File: src/rtl/fe_cfg_pkg.sv
package fe_cfg_pkg;
  localparam int WORD_W = 32;
  localparam int DATA_W = 16;

  localparam logic [3:0] CMD_READ  = 4'h0;
  localparam logic [3:0] CMD_WRITE = 4'h8;

  localparam logic [7:0] SEL_PWM = 8'h00;
  localparam logic [7:0] SEL_ID  = 8'h10;
  localparam logic [7:0] SEL_IO  = 8'h20;
  localparam logic [7:0] SEL_RAM = 8'h40;

  typedef struct packed {
    logic              wrEn;
    logic              rdEn;
    logic [7:0]        sel;
    logic [3:0]        chan;
    logic [DATA_W-1:0] data;
  } cfg_strobe_t;
endpackage

File: src/rtl/fe_cfg_spi_ctrl.sv
module fe_cfg_spi_ctrl
  import fe_cfg_pkg::*;
(
  input  logic              clk,
  input  logic              rst_n,
  input  logic              spiSclk,
  input  logic              spiCsN,
  input  logic              spiMosi,
  output logic              spiMiso,
  input  logic [DATA_W-1:0] readData,
  output cfg_strobe_t       stb
);
  localparam int CNT_MAX = WORD_W + 1;
  localparam int CNT_W   = $clog2(WORD_W + 2);

  logic [2:0] sclkQ, csQ;
  logic [1:0] mosiQ;
  logic [WORD_W-1:0] rxShift, txShift;
  logic [CNT_W-1:0]  bitCnt;

  always_ff @(posedge clk or negedge rst_n) begin
    if (!rst_n) begin
      sclkQ <= '0;
      csQ   <= '1;
      mosiQ <= '0;
    end else begin
      sclkQ <= {sclkQ[1:0], spiSclk};
      csQ   <= {csQ[1:0], spiCsN};
      mosiQ <= {mosiQ[0], spiMosi};
    end
  end

  logic active, sclkRise, sclkFall, csFall, csRise;
  assign active   = ~csQ[1];
  assign sclkRise =  sclkQ[1] & ~sclkQ[2];
  assign sclkFall = ~sclkQ[1] &  sclkQ[2];
  assign csFall   = ~csQ[1] &  csQ[2];
  assign csRise   =  csQ[1] & ~csQ[2];

  always_ff @(posedge clk or negedge rst_n) begin
    if (!rst_n) begin
      rxShift <= '0;
      txShift <= '0;
      bitCnt  <= '0;
    end else if (csFall) begin
      bitCnt  <= '0;
      txShift <= {{(WORD_W-DATA_W){1'b0}}, readData};
    end else if (active) begin
      if (sclkRise) begin
        rxShift <= {rxShift[WORD_W-2:0], mosiQ[1]};
        if (bitCnt != CNT_W'(CNT_MAX)) bitCnt <= bitCnt + 1'b1;
      end
      if (sclkFall) txShift <= {txShift[WORD_W-2:0], 1'b0};
    end
  end

  assign spiMiso = active & txShift[WORD_W-1];

  logic frameOk;
  assign frameOk = csRise && (bitCnt == CNT_W'(WORD_W));

  always_ff @(posedge clk or negedge rst_n) begin
    if (!rst_n) begin
      stb <= '0;
    end else begin
      stb.wrEn <= frameOk && (rxShift[23:20] == CMD_WRITE);
      stb.rdEn <= frameOk && (rxShift[23:20] == CMD_READ);
      if (frameOk) begin
        stb.sel  <= rxShift[31:24];
        stb.chan <= rxShift[19:16];
        stb.data <= rxShift[15:0];
      end
    end
  end

  // a strobe only follows a chip-select rise that closed a 32-bit frame
  a_r2_strobe_after_frame: assert property (@(posedge clk) disable iff (!rst_n)
    (stb.wrEn || stb.rdEn) |-> ($past(csRise) && $past(bitCnt) == CNT_W'(WORD_W)));
  // bit counting restarts at the start of every frame
  a_r1_count_restart: assert property (@(posedge clk) disable iff (!rst_n)
    csFall |=> (bitCnt == '0));
  // read and write never issue together
  a_r3_single_cmd: assert property (@(posedge clk) disable iff (!rst_n)
    $countones({stb.wrEn, stb.rdEn}) <= 1);
endmodule

File: src/rtl/fe_cfg_regs.sv
module fe_cfg_regs
  import fe_cfg_pkg::*;
#(
  parameter int NUM_CH    = 16,
  parameter int PWM_W     = 16,
  parameter int NUM_IN    = 16,
  parameter int NUM_LED   = 4,
  parameter int RAM_DEPTH = 16,
  parameter int RAM_W     = 8,
  parameter int ID_WORDS  = 4
)(
  input  logic                    clk,
  input  logic                    rst_n,
  input  cfg_strobe_t             stb,
  input  logic [ID_WORDS*DATA_W-1:0] uniqueId,
  input  logic [DATA_W-1:0]       temperature,
  input  logic [NUM_IN-1:0]       pinStatus,
  input  logic [NUM_LED-1:0]      activity,
  output logic [DATA_W-1:0]       readData,
  output logic [NUM_CH*PWM_W-1:0] pwmSettings,
  output logic [NUM_IN-1:0]       inputDisable,
  output logic [NUM_LED-1:0]      ledOut,
  output logic [3:0]              testSel,
  output logic                    testOut
);
  localparam int CH_AW  = $clog2(NUM_CH);
  localparam int RAM_AW = $clog2(RAM_DEPTH);
  localparam int IN_AW  = $clog2(NUM_IN);

  logic [PWM_W-1:0]   pwmReg [NUM_CH];
  logic [RAM_W-1:0]   ramReg [RAM_DEPTH];
  logic [NUM_IN-1:0]  disReg;
  logic [NUM_LED-1:0] ledVal;
  logic               ledOv;
  logic [3:0]         tSel;
  logic [DATA_W-1:0]  rdVal;

  always_ff @(posedge clk or negedge rst_n) begin
    if (!rst_n) begin
      for (int i = 0; i < NUM_CH; i++) pwmReg[i] <= '0;
    end else if (stb.wrEn && stb.sel == SEL_PWM && 32'(stb.chan) < NUM_CH) begin
      pwmReg[stb.chan[CH_AW-1:0]] <= stb.data[PWM_W-1:0];
    end
  end

  always_ff @(posedge clk or negedge rst_n) begin
    if (!rst_n) begin
      for (int i = 0; i < RAM_DEPTH; i++) ramReg[i] <= '0;
    end else if (stb.wrEn && stb.sel == SEL_RAM && 32'(stb.chan) < RAM_DEPTH) begin
      ramReg[stb.chan[RAM_AW-1:0]] <= stb.data[RAM_W-1:0];
    end
  end

  always_ff @(posedge clk or negedge rst_n) begin
    if (!rst_n) begin
      disReg <= '0;
      ledVal <= '0;
      ledOv  <= 1'b0;
      tSel   <= '0;
    end else if (stb.wrEn && stb.sel == SEL_IO) begin
      case (stb.chan)
        4'd0: disReg <= stb.data[NUM_IN-1:0];
        4'd2: begin
          ledVal <= stb.data[NUM_LED-1:0];
          ledOv  <= stb.data[4];
        end
        4'd3: tSel <= stb.data[3:0];
        default: ;
      endcase
    end
  end

  generate
    for (genvar g = 0; g < NUM_CH; g++) begin : g_pwm
      assign pwmSettings[g*PWM_W +: PWM_W] = pwmReg[g];
    end
  endgenerate

  assign inputDisable = disReg;
  assign ledOut       = ledOv ? ledVal : activity;
  assign testSel      = tSel;
  assign testOut      = pinStatus[tSel[IN_AW-1:0]];

  always_comb begin
    rdVal = '0;
    case (stb.sel)
      SEL_PWM: if (32'(stb.chan) < NUM_CH) rdVal = DATA_W'(pwmReg[stb.chan[CH_AW-1:0]]);
      SEL_ID: begin
        if (32'(stb.chan) < ID_WORDS) rdVal = uniqueId[stb.chan*DATA_W +: DATA_W];
        else if (32'(stb.chan) == ID_WORDS) rdVal = temperature;
      end
      SEL_IO: begin
        case (stb.chan)
          4'd0: rdVal = DATA_W'(disReg);
          4'd1: rdVal = DATA_W'(pinStatus);
          4'd2: rdVal = DATA_W'({ledOv, ledOut});
          4'd3: rdVal = DATA_W'(tSel);
          default: rdVal = '0;
        endcase
      end
      SEL_RAM: if (32'(stb.chan) < RAM_DEPTH) rdVal = DATA_W'(ramReg[stb.chan[RAM_AW-1:0]]);
      default: rdVal = '0;
    endcase
  end

  always_ff @(posedge clk or negedge rst_n) begin
    if (!rst_n) readData <= '0;
    else if (stb.rdEn) readData <= rdVal;
  end

  // the captured read value only moves on a read strobe
  a_r11_latch_hold: assert property (@(posedge clk) disable iff (!rst_n)
    !stb.rdEn |=> $stable(readData));
  // unmapped select codes read back zero
  a_r11_unmapped_zero: assert property (@(posedge clk) disable iff (!rst_n)
    (stb.rdEn && stb.sel != SEL_PWM && stb.sel != SEL_ID && stb.sel != SEL_IO &&
     stb.sel != SEL_RAM) |=> (readData == '0));
  // a PWM write lands in the addressed channel on the next cycle
  a_r4_pwm_write: assert property (@(posedge clk) disable iff (!rst_n)
    (stb.wrEn && stb.sel == SEL_PWM) |=>
      (pwmSettings[$past(stb.chan[CH_AW-1:0])*PWM_W +: PWM_W] == $past(stb.data[PWM_W-1:0])));
  // writes to the read-only group leave every PWM setting untouched
  a_r5_ro_group: assert property (@(posedge clk) disable iff (!rst_n)
    (stb.wrEn && stb.sel == SEL_ID) |=> $stable(pwmSettings));
endmodule

File: src/rtl/fe_cfg_spi_slave.sv
module fe_cfg_spi_slave
  import fe_cfg_pkg::*;
#(
  parameter int NUM_CH  = 16,
  parameter int PWM_W   = 16,
  parameter int NUM_IN  = 16,
  parameter int NUM_LED = 4
)(
  input  logic                    clk,
  input  logic                    rst_n,
  input  logic                    spiSclk,
  input  logic                    spiCsN,
  input  logic                    spiMosi,
  output logic                    spiMiso,
  input  logic [63:0]             uniqueId,
  input  logic [15:0]             temperature,
  input  logic [NUM_IN-1:0]       pinStatus,
  input  logic [NUM_LED-1:0]      activity,
  output logic [NUM_CH*PWM_W-1:0] pwmSettings,
  output logic [NUM_IN-1:0]       inputDisable,
  output logic [NUM_LED-1:0]      ledOut,
  output logic [3:0]              testSel,
  output logic                    testOut
);
  cfg_strobe_t       stb;
  logic [DATA_W-1:0] readData;

  fe_cfg_spi_ctrl u_ctrl (
    .clk      (clk),
    .rst_n    (rst_n),
    .spiSclk  (spiSclk),
    .spiCsN   (spiCsN),
    .spiMosi  (spiMosi),
    .spiMiso  (spiMiso),
    .readData (readData),
    .stb      (stb)
  );

  fe_cfg_regs #(
    .NUM_CH  (NUM_CH),
    .PWM_W   (PWM_W),
    .NUM_IN  (NUM_IN),
    .NUM_LED (NUM_LED)
  ) u_regs (
    .clk          (clk),
    .rst_n        (rst_n),
    .stb          (stb),
    .uniqueId     (uniqueId),
    .temperature  (temperature),
    .pinStatus    (pinStatus),
    .activity     (activity),
    .readData     (readData),
    .pwmSettings  (pwmSettings),
    .inputDisable (inputDisable),
    .ledOut       (ledOut),
    .testSel      (testSel),
    .testOut      (testOut)
  );
endmodule

File: config.mk
export PLATFORM = sky130hd
export DESIGN_NAME = fe_cfg_spi_slave
export DESIGN_NICKNAME = d
export VERILOG_FILES = /design/src/rtl/fe_cfg_pkg.sv /design/src/rtl/fe_cfg_spi_ctrl.sv /design/src/rtl/fe_cfg_regs.sv /design/src/rtl/fe_cfg_spi_slave.sv
export SDC_FILE = /design/constraint.sdc
export NUM_CORES = 1
export LEC_CHECK = 0
export BUFFER_PORTS_ARGS = -buffer_cell sky130_fd_sc_hd__buf_2
export CORE_ASPECT_RATIO = 1.2
export CORE_MARGIN = 2
export CORE_UTILIZATION = 55
export CTS_CLUSTER_DIAMETER = 60
export DETAILED_ROUTE_END_ITERATION = 7
export PLACE_DENSITY = 0.81
export SYNTH_ARGS = -nofsm -noshare
export SYNTH_HDL_FRONTEND = slang
export SYNTH_SLANG_ARGS = --single-unit
File: constraint.sdc
create_clock -name clk -period 2.83 [get_ports clk]
set_clock_uncertainty 0.05 [all_clocks]
set_input_delay 0.4245 -clock clk [delete_from_list [all_inputs] [get_ports clk]]
set_output_delay 0.4245 -clock clk [all_outputs]
set_load 0.03 [all_outputs]
==> results by group, run 1 <==
Synthesis
  – Synth warn: 0
  – Top cells by count, synth: 530 x dfrtp_1, 497 x mux2_2, 116 x mux4_2, 71 x clkbuf_1, 56 x nand2_1
  – Seq/Total Area, Yosys: 0.5466
  – Synth top area share: 0.5433
  – FFs w/ async S/R, synth: 1.000
  – Netlist cell types: 56
  – Post-synth EDFFs: 0
  – Area leader, netlist: dfrtp_1
  – Ys flop type: dfrtp_1
  – Synth area leaders: dfrtp_1 54%, mux2_2 23%, mux4_2 11%
  – Post-Synthesis Cells: 1618
  – Cell Area, Synth: 24410 um^2
  – Syn Nets: 1726
  – Synthesized flop and latch total: 533
  – Top-count cell post-synth: dfrtp_1
  – Avg Inst Size Synth: 15.09 um^2

CTS
  – CTS H-tree depth: 2
  – Clock Latency Late Sink: 0.61 ns
  – Clock Path Buffers: 3
  – CTS root buffer: clkbuf_16
  – Num CTS Buffers: 53
  – Number of clock sinks: 533
  – CTS tree: yes
  – CTS clk-pin slew, worst paths: 0.07 ns

Global route
  – Initial antenna violation count: 6
  – Total GRT Usage: 0.3515
  – Total grt overflow: 0
  – Number of global-route vias before repair: 18520
  – First-pass GRT wire length: 118900 um
  – Largest net degree at the start of global routing: 81

Min path
  – Min-delay worst type: input pin to flop

Floorplan
  – DIE AREA: 46090 um^2
  – Die X: 196.3 um
  – Die Height: 234.8 um
  – Initial core utilization: 0.5570
  – # IOs: 387
  – Num rows: 84
  – Area of the core: 43830 um^2

Routing
  – Initial DRC count: 1499
  – WL final: 80200 um
  – Vias: 17500
  – Post-route ant nets: 0
  – Residual DRC: 0
  – TritonRoute pass-1 iters: 7
  – Routed vias/inst: 6.551
  – Routed len/inst: 30.02 um

Setup path
  – WS Path Type: flop to primary output
  – Crit start category: flop
  – WP data arrival: 2.57 ns
  – Worst Path Required: 2.36 ns
  – CP max FO: 7
  – CP endpoint kind: primary output

Cells and area
  – Share of cells above drive strength 1: 0.5892
  – Final net count: 2175
  – Final std cells w/o fill: 2672
  – Fillers: 2901
  – Layout area overhead: 21.95%

Job
  – Max-Cap Viols: 0

STA
  – Final setup violation count: 1
  – Period utilization: 1.076
  – Worst slew pin tran: 1.312 ns
  – Final Hold Fails: 0
  – Worst Slack Setup Final: -0.2161 ns
  – RSZ-0062 raised after global routing: true
  – Max Freq: 0.3283 GHz
  – Rel. slew slack: 0.1232
  – Setup_tns: -0.2161 ns
  – Min Tclk post-route: 3.046 ns
  – Count of pins over their slew limit: 0

Placed design
  – Post-DP HPWL: 56730 um
  – IO buf count: 386
  – Placed insts: 2565
  – Placer congestion estimate: 0.9292

Power and ir drop
  – Cell Pwr Density: 540.5 nW/um^2
  – Lkg Pwr: 0.01514 uW
  – VDD IR max: 0.5819 mV

Outcome
  – Failing checks: setup timing
  – Status: finished with violations
## worst max-delay path, cell delays in order, from the launching register on
cell and delay, ns:
dfrtp_1 0.73, mux4_2 0.52, mux4_2 0.54, buf_6 0.16
## report_power, final
group / total (uW) / internal (uW) / switching (uW)
clock: 7830 / 4770 / 3060
combinational: 502 / 183 / 319
sequential: 7760 / 7690 / 62.2
total: 16100 / 12700 / 3440
## logic make-up after synthesis
group,after synthesis,synth area share
muxes,642,0.3487
DFF,533,0.5466
and+or+nand+nor,156,0.03547
AOI/OAI and AO/OA,152,0.04352
buffers and inverters,128,0.02276
xor gates and xnor gates,4,0.001435
adders and majority gates,3,0.001538
## cells in the final DEF (no fill, tap or decap), types with 4 or more instances in the layout
cell	n
nand3_1	5
a21oi_1	21
and2_1	6
clkbuf_8	16
mux2_2	497
and3_1	5
nand4_1	4
nor2_1	30
buf_4	105
mux4_2	116
nor2b_1	10
inv_1	7
nor3_1	8
buf_12	20
a22o_1	17
clkinv_2	6
o22a_1	8
o22ai_1	5
a211oi_1	4
clkbuf_16	55
bufinv_16	9
buf_2	384
dlygate4sd3_1	4
dfrtp_1	525
o211ai_1	9
mux2i_1	19
a22oi_1	54
o21ai_0	24
mux2_1	10
diode_2	5
nor3_4	4
clkbuf_1	7
nand2_1	56
## stage by stage
| stage | utilization | hold WS (ns) | cell area, um^2 | total power, uW | setup slack [ns] |
|---|---|---|---|---|---|
| 4_1_cts | 0.6787 | 0.2404 | 29750 | 16090 | -0.1072 |
| 5_1_grt | 0.6791 | 0.2966 | 29760 | 16460 | -0.1450 |
| 3_3_place_gp | 0.6330 | 0.2859 | 27740 | 8368 | 0.2498 |
| 3_5_place_dp | 0.6330 | 0.2863 | 27740 | 8386 | 0.2024 |
| 6_report | 0.6792 | 0.2522 | 29770 | 16090 | -0.2161 |
| 2_1_floorplan | - | 0.07891 | 24410 | 8021 | 0.3983 |
## final timing paths
kind | from | to | slack, ns | cells after the start
worst min-delay path | temperature[12] | u_regs.readData[12]$_DFFE_PN0P_ | 0.25 | 4
worst min register to register | u_ctrl.csQ[0]$_DFF_PN1_ | u_ctrl.csQ[1]$_DFF_PN1_ | 0.31 | 0
worst max-delay path | u_regs.testSel[1]$_DFFE_PN0P_ | testOut | -0.22 | 3
min in group asynchronous | rst_n | u_ctrl.bitCnt[5]$_DFFE_PN0P_ | 0.38 | 2
worst max register to register | u_ctrl.stb[16]$_DFFE_PN0P_ | u_regs.pwmSettings[145]$_DFFE_PN0P_ | 0.15 | 6
max in group asynchronous | rst_n | u_ctrl.txShift[7]$_DFFE_PN0P_ | 1.51 | 3
## layout make-up
class / count / area (um^2) / share of cell area
Timing Repair Buffer: 515 / 3177 / 0.1067
Multi-Input combinational cell: 957 / 10550 / 0.3545
Sequential cell: 533 / 13350 / 0.4486
Clock buffer: 78 / 1623 / 0.05452
Inverter: 7 / 26.28 / 0.0008827
Tap cell: 559 / 699.4 / 0.02350
Clock inverter: 18 / 324.1 / 0.01089
Antenna cell: 5 / 12.51 / 0.0004203
## sequential cells by signal, summed over array words and instances (netlist names)
name,cells
u_ctrl.rxShift,32
u_ctrl.mosiQ,2
u_ctrl.sclkQ,3
u_ctrl.csQ,3
u_regs.ledOv,1
u_regs.pwmSettings,256
u_regs.ledVal,4
u_regs.inputDisable,16
u_ctrl.bitCnt,6
u_ctrl.stb,30
u_regs.readData,16
u_regs.ramReg,128
u_regs.testSel,4
u_ctrl.txShift,32
## what timing repair did
item,CTS,global route
hold buffers,4,0
gates resized for setup,3,1
setup endpoints to repair,1,2
buffers inserted,1,1
pin swaps,0,0
gates cloned,0,0
endpoints found under the hold margin,66,0
## metal layers
metal,routed length [um],GRT usage,part of all wire
met2,37890,0.5562,0.47
met1,28650,0.4323,0.36
met3,9368,0.1221,0.12
met5,25,0,0.00031
met4,4264,0.1724,0.053
Note: power is estimated with default switching activity, not from simulation.
==> run 2, diff against run 1 <==
CORE_UTILIZATION = 52   (was 55)
PLACE_DENSITY = 0.8   (was 0.81)
clock period = 2.7 ns   (was 2.83 ns; I/O delays follow)
==> run 2 against run 1 <==
The run still ends with setup timing left; clock power increased by 3.3%; sequential cell count unchanged; combinational power decreased by 4%; design area about the same; first-iteration DRC count decreased by 5.4%; sequential share of layout area about the same; count of clock-buffer cells in the layout decreased by 3; global-route usage decreased by 3.1 points; wire length decreased by 1.2%; critical path type unchanged; total power increased by 3.8%.
==> results by group, run 2 (synthesis results as in run 1) <==
Outcome
  – Status: finished with violations
  – Failing checks: setup timing

Setup path
  – Crit start category: flop
  – Most common cell on crit path: mux4_2
  – CP cell instances: mux4_2 > mux4_2 > buf_6
  – WS Path Type: flop to primary output
  – Top delay family on crit path: multiplexers
  – CP max FO: 7
  – Crit path buffers/inverters: 1
  – FF-to-FF Start: u_ctrl.stb[18]$_DFFE_PN0P_
  – Crit path max-delay cell type: dfrtp_1
  – CP endpoint kind: primary output
  – WP data arrival: 2.51 ns
  – Critical path startpoint: u_regs.testSel[1]$_DFFE_PN0P_
  – Largest stage delay, worst path: 0.71 ns
  – Worst Path Required: 2.25 ns

Cells and area
  – Final net count: 2168
  – Commonest cells after routing, fill and taps aside: 525 x dfrtp_1, 497 x mux2_2, 384 x buf_2, 116 x mux4_2, 99 x buf_4
  – Most common cell after layout, fill and taps aside: dfrtp_1
  – Fillers: 3289
  – Share of cells above drive strength 1: 0.5881
  – Layout area overhead: 21.92%
  – Post-route design area: 29760 um^2
  – Largest register FFs: 256
  – Final std cells w/o fill: 2724

Power and ir drop
  – Cell Pwr Density: 561.2 nW/um^2
  – Pint: 13100 uW
  – Lkg Pwr: 0.01511 uW
  – Clock share of power: 0.485
  – Power after layout: 16700 uW
  – Flop pwr share: 0.487
  – VDD IR max: 0.5692 mV
  – Gate power share: 0.029
  – Switching Fraction: 0.2155
  – P_sw: 3600 uW

Job
  – Max-Cap Viols: 0

STA
  – Final Hold Fails: 0
  – Rel. slew slack: 0.2097
  – Min Tclk post-route: 2.962 ns
  – Final setup violation count: 1
  – Worst Slack Setup Final: -0.2625 ns
  – Max Freq: 0.3376 GHz
  – Period utilization: 1.097
  – Worst slew pin tran: 1.186 ns
  – RSZ-0062 raised after global routing: true
  – Count of pins over their slew limit: 0

CTS
  – Clock Latency Late Sink: 0.62 ns
  – CTS clk-pin slew, worst paths: 0.06 ns
  – Number of clock sinks: 533
  – CTS tree: yes
  – Num CTS Buffers: 53
  – Clock Path Buffers: 3
  – CTS H-tree depth: 2
  – CTS root buffer: clkbuf_16

Global route
  – Largest net degree at the start of global routing: 128
  – GRT busiest layer: met2
  – Total grt overflow: 0
  – Met3 Resource Use GR: 0.08475
  – Met2 usage: 0.5217
  – Total GRT Usage: 0.3208
  – First-pass GRT wire length: 115500 um
  – Met1 Usage GRT: 0.4010
  – Number of global-route vias before repair: 18110
  – Initial antenna violation count: 4

Placed design
  – Placed insts: 2609
  – IO buf count: 386
  – Placed Area: 27710 um^2
  – Post-DP HPWL: 55250 um
  – Setup Slack @ Placement: 0.06521 ns
  – Placer congestion estimate: 0.9061

Floorplan
  – DIE AREA: 48700 um^2
  – Num rows: 86
  – Die X: 201.8 um
  – Area of the core: 46160 um^2
  – # IOs: 387
  – Die Height: 241.3 um
  – Initial core utilization: 0.5288

Routing
  – Post-route ant nets: 0
  – Routed len/inst: 29.09 um
  – Routed vias/inst: 6.403
  – TritonRoute pass-1 iters: 5
  – Vias: 17440
  – WL final: 79250 um
  – Residual DRC: 0
  – Initial DRC count: 1418

Min path
  – Min-delay worst type: input pin to asynchronous set/reset pin
==> run 2: layer usage <==
layer  up-vias  wire, um
met4         2      4356
met1      9094     28930
met5         -        12
met3       262      7790
li1       6990         -
met2      1095     38170
==> run 2: power groups by stage <==
stage          clock [uW]  combinational [uW]  sequential (uW)
6_report             8090                 482             8130
3_5_place_dp            0                 482             8270
4_1_cts              8140                 490             8130
5_1_grt              8480                 534             8130
3_3_place_gp            0                 467             8270
2_1_floorplan           0                 160             8250
==> run 2: repair_timing <==
action / CTS / global route
gates cloned: 0 / 1
hold buffers: 4 / 0
endpoints found under the setup margin: 1 / 3
gates resized for setup: 3 / 2
hold endpoints to repair: 45 / 0
buffers inserted: 1 / 6
==> run 2: metrics by stage <==
step                      hold slack [ns]  TNS (ns)    util
after global placement             0.2129         0  0.6003
after detailed placement           0.2140         0  0.6003
after global routing               0.1868   -0.3123  0.6447
after CTS                          0.1740   -0.2407  0.6428
final                              0.1805   -0.2625  0.6447
after floorplan                   0.05941         0       -
==> run 2: cell type report <==
cell class / instances / area, um^2 / area share
clock inverter: 25 / 357.8 / 0.01202
sequential: 533 / 13360 / 0.4488
timing repair buffer: 508 / 3124 / 0.1050
multi-input combinational: 957 / 10570 / 0.3551
tap: 616 / 770.7 / 0.02590
antenna: 3 / 7.507 / 0.0002522
clock buffer: 75 / 1551 / 0.05213
inverter: 7 / 26.28 / 0.0008829
==> run 2: worst paths after layout <==
| path | endpoint | slack [ns] | cells past startpoint |
|---|---|---|---|
| worst max-delay path | testOut | -0.26 | 3 |
| worst min-delay path | u_regs.ramReg[82]$_DFFE_PN0P_ | 0.18 | 2 |
| worst max register to register | u_regs.readData[6]$_DFFE_PN0P_ | 0.07 | 7 |
| worst min register to register | u_ctrl.mosiQ[1]$_DFF_PN0_ | 0.30 | 0 |
| max in group asynchronous | u_ctrl.stb[16]$_DFFE_PN0P_ | 1.42 | 3 |
| min in group clk | u_regs.readData[10]$_DFFE_PN0P_ | 0.23 | 4 |
==> run 2: worst reg2reg max path, stage by stage (launching register included) <==
cell	delay (ns)
dfrtp_4	0.59
buf_4	0.26
buf_4	0.32
mux4_2	0.36
mux2i_1	0.26
o311ai_0	0.16
a211oi_1	0.35
o21ai_0	0.13
